<file path="src/rtl/dsb_pkg.sv">
package dsb_pkg;
  typedef enum logic [1:0] {
    ST_IDLE = 2'd0,
    ST_WR   = 2'd1,
    ST_HOLD = 2'd2,
    ST_RD   = 2'd3
  } dsb_state_e;
endpackage

</file>
<file path="src/rtl/dsb_sync.sv">
module dsb_sync #(
  parameter int W = 3
) (
  input  logic         clk_i,
  input  logic         rst_ni,
  input  logic [W-1:0] async_i,
  output logic [W-1:0] sync_o,
  output logic [W-1:0] prev_o
);
  // strobes idle high
  for (genvar g = 0; g < W; g++) begin : g_bit
    logic s1_q, s2_q, s3_q;
    always_ff @(posedge clk_i or negedge rst_ni) begin
      if (!rst_ni) begin
        s1_q <= 1'b1;
        s2_q <= 1'b1;
        s3_q <= 1'b1;
      end else begin
        s1_q <= async_i[g];
        s2_q <= s1_q;
        s3_q <= s2_q;
      end
    end
    assign sync_o[g] = s2_q;
    assign prev_o[g] = s3_q;
  end
endmodule

</file>
<file path="src/rtl/dsb_addr.sv">
module dsb_addr #(
  parameter int ROW_W = 10,
  parameter int COL_W = 10,
  localparam int AW = ROW_W + COL_W
) (
  input  logic             clk_i,
  input  logic             rst_ni,
  input  logic [ROW_W-1:0] addr_i,
  input  logic             din_i,
  input  logic             row_en_i,
  input  logic             col_en_i,
  output logic [AW-1:0]    sram_addr_o,
  output logic             wdata_o
);
  logic [ROW_W-1:0] row_q;
  logic [COL_W-1:0] col_q;
  logic             din_q;

  always_ff @(posedge clk_i or negedge rst_ni) begin
    if (!rst_ni) row_q <= '0;
    else if (row_en_i) row_q <= addr_i;
  end

  always_ff @(posedge clk_i or negedge rst_ni) begin
    if (!rst_ni) begin
      col_q <= '0;
      din_q <= 1'b0;
    end else if (col_en_i) begin
      col_q <= addr_i[COL_W-1:0];
      din_q <= din_i;
    end
  end

  assign sram_addr_o = {row_q, col_q};
  assign wdata_o     = din_q;

  p_row_hold_r2: assert property (@(posedge clk_i) disable iff (!rst_ni)
    !row_en_i |=> $stable(row_q));
  p_col_hold_r2: assert property (@(posedge clk_i) disable iff (!rst_ni)
    !col_en_i |=> $stable(col_q));
endmodule

</file>
<file path="src/rtl/dsb_ctrl.sv">
module dsb_ctrl
  import dsb_pkg::*;
(
  input  logic clk_i,
  input  logic rst_ni,
  input  logic ras_s_i,
  input  logic ras_p_i,
  input  logic cas_s_i,
  input  logic cas_p_i,
  input  logic we_s_i,
  output logic col_en_o,
  output logic ce_no,
  output logic we_no,
  output logic oe_no
);
  dsb_state_e state_q, state_d;
  logic cas_fall, cas_rise, access;

  assign cas_fall = cas_p_i & ~cas_s_i;
  assign cas_rise = ~cas_p_i & cas_s_i;
  // row strobe must already be low in the previous sample; coincident edges count as refresh
  assign access   = cas_fall & ~ras_p_i & ~ras_s_i;

  always_comb begin
    state_d = state_q;
    unique case (state_q)
      ST_IDLE: if (access) state_d = we_s_i ? ST_RD : ST_WR;
      ST_WR:   state_d = ST_HOLD;
      ST_HOLD: if (cas_rise) state_d = ST_IDLE;
      ST_RD:   if (cas_rise) state_d = ST_IDLE;
      default: state_d = ST_IDLE;
    endcase
  end

  always_ff @(posedge clk_i or negedge rst_ni) begin
    if (!rst_ni) state_q <= ST_IDLE;
    else         state_q <= state_d;
  end

  assign col_en_o = (state_q == ST_IDLE) & access;
  assign ce_no    = !((state_q == ST_WR) || (state_q == ST_RD));
  assign we_no    = !(state_q == ST_WR);
  assign oe_no    = !(state_q == ST_RD);

  p_wr_one_cycle_r3: assert property (@(posedge clk_i) disable iff (!rst_ni)
    !we_no |=> we_no);
  p_we_needs_ce_r9: assert property (@(posedge clk_i) disable iff (!rst_ni)
    !we_no |-> !ce_no);
  p_no_oe_we_r9: assert property (@(posedge clk_i) disable iff (!rst_ni)
    !(!we_no && !oe_no));
  p_rd_release_r5: assert property (@(posedge clk_i) disable iff (!rst_ni)
    (!oe_no && cas_rise) |=> (oe_no && ce_no));
  p_cbr_ignored_r7: assert property (@(posedge clk_i) disable iff (!rst_ni)
    (ce_no && cas_fall && ras_p_i) |=> ce_no);
endmodule

</file>
<file path="src/rtl/dram_sram_bridge.sv">
module dram_sram_bridge #(
  parameter int ROW_W = 10,
  parameter int COL_W = 10,
  localparam int AW = ROW_W + COL_W
) (
  input  logic             clk_i,
  input  logic             rst_ni,
  input  logic             ras_ni,
  input  logic             cas_ni,
  input  logic             we_ni,
  input  logic [ROW_W-1:0] addr_i,
  input  logic             din_i,
  output logic             dout_o,
  output logic             dout_oe_o,
  output logic [AW-1:0]    sram_addr_o,
  output logic             sram_ce_no,
  output logic             sram_we_no,
  output logic             sram_oe_no,
  output logic             sram_wdata_o,
  input  logic             sram_rdata_i
);
  localparam int NSTB = 3;
  localparam int I_RAS = 0, I_CAS = 1, I_WE = 2;

  logic [NSTB-1:0] stb_s, stb_p;
  logic            row_en, col_en;

  dsb_sync #(.W(NSTB)) u_sync (
    .clk_i   (clk_i),
    .rst_ni  (rst_ni),
    .async_i ({we_ni, cas_ni, ras_ni}),
    .sync_o  (stb_s),
    .prev_o  (stb_p)
  );

  assign row_en = stb_p[I_RAS] & ~stb_s[I_RAS];

  dsb_ctrl u_ctrl (
    .clk_i    (clk_i),
    .rst_ni   (rst_ni),
    .ras_s_i  (stb_s[I_RAS]),
    .ras_p_i  (stb_p[I_RAS]),
    .cas_s_i  (stb_s[I_CAS]),
    .cas_p_i  (stb_p[I_CAS]),
    .we_s_i   (stb_s[I_WE]),
    .col_en_o (col_en),
    .ce_no    (sram_ce_no),
    .we_no    (sram_we_no),
    .oe_no    (sram_oe_no)
  );

  dsb_addr #(.ROW_W(ROW_W), .COL_W(COL_W)) u_addr (
    .clk_i       (clk_i),
    .rst_ni      (rst_ni),
    .addr_i      (addr_i),
    .din_i       (din_i),
    .row_en_i    (row_en),
    .col_en_i    (col_en),
    .sram_addr_o (sram_addr_o),
    .wdata_o     (sram_wdata_o)
  );

  assign dout_oe_o = ~sram_oe_no;
  assign dout_o    = dout_oe_o & sram_rdata_i;

  p_addr_stable_wr_r2: assert property (@(posedge clk_i) disable iff (!rst_ni)
    !sram_ce_no && $past(!sram_ce_no) |-> $stable(sram_addr_o));
  p_no_drive_ras_high_r8: assert property (@(posedge clk_i) disable iff (!rst_ni)
    (sram_ce_no && stb_p[I_RAS]) |=> sram_ce_no);
endmodule

</file>
<file path="config.mk">
export PLATFORM = sky130hd
export DESIGN_NAME = dram_sram_bridge
export DESIGN_NICKNAME = d
export VERILOG_FILES = /design/src/rtl/dsb_pkg.sv /design/src/rtl/dsb_sync.sv /design/src/rtl/dsb_addr.sv /design/src/rtl/dsb_ctrl.sv /design/src/rtl/dram_sram_bridge.sv
export SDC_FILE = /design/constraint.sdc
export NUM_CORES = 1
export LEC_CHECK = 0
export BUFFER_PORTS_ARGS = -buffer_cell sky130_fd_sc_hd__clkbuf_2
export CORE_ASPECT_RATIO = 1.5
export CORE_MARGIN = 2
export CORE_UTILIZATION = 47
export CTS_CLUSTER_SIZE = 20
export DETAILED_ROUTE_END_ITERATION = 8
export HOLD_SLACK_MARGIN = 0.15
export PLACE_DENSITY = 0.82
export SYNTH_ARGS = -nofsm -noshare
export SYNTH_HDL_FRONTEND = slang
export SYNTH_SLANG_ARGS = --single-unit
</file>
<file path="constraint.sdc">
create_clock -name clk_i -period 1.65 [get_ports clk_i]
set_input_delay 0 -clock clk_i [delete_from_list [all_inputs] [get_ports clk_i]]
set_output_delay 0 -clock clk_i [all_outputs]
set_load 0.02 [all_outputs]
</file>
==> flow_summary.toml <==
[layout]
instances_no_fill = 156
area_growth_pct = 39.1
drive_above_1_share = 0.636
fin_nets = 148
antenna_cells = 0

[floorplan]
coreArea_sq_um = 2390
die-area_sq_um = 2890
row_count = 22
ios = 43
fp.dieH_um = 64.9
start_util = 0.485
die_width_um = 44.6

[sta]
finalHoldViolations = 0
clock_skew_ns = 0.0101
tightest_slew_ns = 0.718
slew_headroom = 0.521
slew_viol_final = 0
finalWorstPathRequiredPeriod_ns = 1.51
setup_viol = 0
finalCritPeriodShare = 0.918
setup_tns_ns = 0
max_clock_freq_ghz = 0.660
rsz0062_at_grt = "no"

[global_routing]
grt_max_degree = 32
grt_pass1_vias = 768
grt_pass1_wl_um = 3250
overflow = 0
grt_usage = 0.156
grt_antenna_before_repair = 0

[clocking]
cts_root_buf = "clkbuf_4"
cts_tree = "done"
clockBufferDepth = 2
htreeDepth = 2
clkSlewWorstSetupHoldPaths_ns = 0.10
cts_buffers = 5
worstSkewPairLatency_ns = 0.32
cts_sinks = 31

[synth]
ys_ff_latch = 31
ys_top_cells_by_area = "dfrtp_1 (50%), dfstp_2 (18%), mux2_4 (12%)"
yosys.area_share.simple = 0.0550
syn_area_sq_um = 1160
yosys.area_share.adder = 0
postSynthAreaPerCell_sq_um = 17.1
synth_compound_area_frac = 0.0151
synth.mux.area_fraction = 0.233
syn_nets = 85
ys_seq_area_frac = 0.677
yosys.area.top_type = "dfrtp_1"
yosys_warnings = 0
ys_types = 18
synth_cells = 68
synthXorXnorAreaFrac = 0
yosys.area.top_type_share = 0.496
synth_top_family_by_area = "multiplexers"

[route]
top_layer = "met4"
num_vias = 747
met1Wirelength_um = 805
drtPass1Iterations = 2
finalWirelength_um = 1980
avgRoutedWirePerCell_um = 12.7
avgViaCountPerCell = 4.79
routed-wl-met2_um = 1030
drt_first_iter_violations = 7
ant_nets = 0
drc_errors = 0
wl_met3_um = 109

[place]
gp_congestion = 0.646
dp_hpwl_um = 1410
port_buffers = 42
place_inst = 133

[power_and_ir_drop]
ir_worst_vdd_mv = 0.734
p_int_mw = 1.48
power_switching_uw = 655
pwr-share-clk = 0.230
pwr-share-comb = 0.291
leakagePower_nw = 0.806
power.density_nw_per_um2 = 1320
switching_share = 0.307
seq_power_share = 0.479

[setup_path]
worstSetupEndpointType = "flip-flop"
critPathRequiredTime_ns = 1.85
startpoint_type = "flip-flop"
cp.arrival_ns = 1.72
critPathKind = "reg -> reg"
cp_max_fo = 12

[worst_hold_path]
hp-class = "in -> async"

[job]
max_cap_violations = 0

[status]
status = "finished clean"
-- registers in the layout (all words and copies together) (netlist names) --
name / flops
u_addr.row_q: 10
u_addr.col_q: 10
u_sync.g_bit.s3_q: 2
u_addr.wdata_o: 1
u_sync.g_bit.s2_q: 3
u_ctrl.state_q: 2
u_sync.g_bit.s1_q: 3
-- cells in the mapped netlist --
cell	count
inv_1	2
o21ai_0	1
nor3b_2	1
a21oi_1	1
nand2b_1	1
nor3_2	1
nand2_2	1
and3_1	1
mux2_4	9
dfrtp_1	23
buf_2	1
dfstp_2	8
nand2_1	2
nor2b_1	1
o211ai_1	1
buf_6	1
and2b_2	1
mux2_2	12
-- final timing paths --
| path | from | endpoint | slack, ns | depth (start not counted) |
|---|---|---|---|---|
| worst max-delay path | u_sync.g_bit[1].s3_q$_DFF_PN1_ | u_addr.col_q[5]$_DFFE_PN0P_ | 0.14 | 3 |
| worst min-delay path | rst_ni | u_addr.row_q[3]$_DFFE_PN0P_ | 0.26 | 2 |
| worst max register to register | u_sync.g_bit[1].s3_q$_DFF_PN1_ | u_addr.col_q[5]$_DFFE_PN0P_ | 0.14 | 3 |
| worst min register to register | u_sync.g_bit[2].s1_q$_DFF_PN1_ | u_sync.g_bit[2].s2_q$_DFF_PN1_ | 0.36 | 0 |
| max in group asynchronous | rst_ni | u_addr.col_q[8]$_DFFE_PN0P_ | 0.93 | 2 |
| min in group clk_i | cas_ni | u_sync.g_bit[1].s1_q$_DFF_PN1_ | 0.32 | 2 |
-- area by class of cell --
type,count,area [sq um]
multi-input combinational,33,352
inverter,2,7.51
sequential,31,786
clock inverter,1,7.51
fill,168,779
clock buffer,7,65.1
tap,24,30.0
timing repair buffer,58,368
-- critical path: stages, from the launching register on --
cell     delay [ns]
dfstp_2        0.55
nor3b_2        0.21
nand2_2        0.27
mux2_4         0.38
-- layer usage --
| metal | vias up | track usage |
|---|---|---|
| met5 | - | 0 |
| met2 | 24 | 0.255 |
| met4 | 0 | 0.0795 |
| met1 | 360 | 0.177 |
| met3 | 5 | 0.0501 |
| li1 | 358 | - |
-- cells by family (layout without fill, tap and decap cells) --
| logic type | Yosys count | after routing |
|---|---|---|
| buf+inv | 4 | 68 |
| simple gates | 9 | 9 |
| mux | 21 | 21 |
| compound gates | 3 | 3 |
| flops | 31 | 31 |
-- per-stage QoR --
stage | area, sq um | util | hold slack, ns | total power, mW | setup slack [ns]
floorplan | 1160 | - | -0.296 | 1.41 | 0.294
global placement | 1390 | 0.582 | 0.0754 | 1.61 | 0.190
detailed placement | 1390 | 0.582 | 0.0887 | 1.63 | 0.148
CTS | 1620 | 0.675 | 0.276 | 2.16 | 0.132
global route | 1620 | 0.675 | 0.289 | 2.26 | 0.0790
finish | 1620 | 0.675 | 0.260 | 2.13 | 0.136
-- placed cells by master, fill, tap and decap left out, drive strengths merged, types with 2 or more instances in the layout --
master,synthesis,routed
dfrtp,23,23
mux2,21,21
clkbuf,0,49
dlygate4sd3,0,15
dfstp,8,8
nand2,3,3
inv,2,2
-- timing repair --
item,4_1_cts,5_1_grt
gates resized for setup,0,0
hold buffers,15,0
setup buffers,0,0
hold endpoints to repair,55,0
-- power groups by stage --
stage | clock network (mW) | logic [mW] | registers, mW
final | 0.491 | 0.621 | 1.02
after global routing | 0.556 | 0.662 | 1.04
after CTS | 0.510 | 0.627 | 1.02
after detailed placement | 0 | 0.599 | 1.04
after global placement | 0 | 0.583 | 1.03
after floorplan | 0 | 0.213 | 1.20
(Power assumes the default switching activity.)
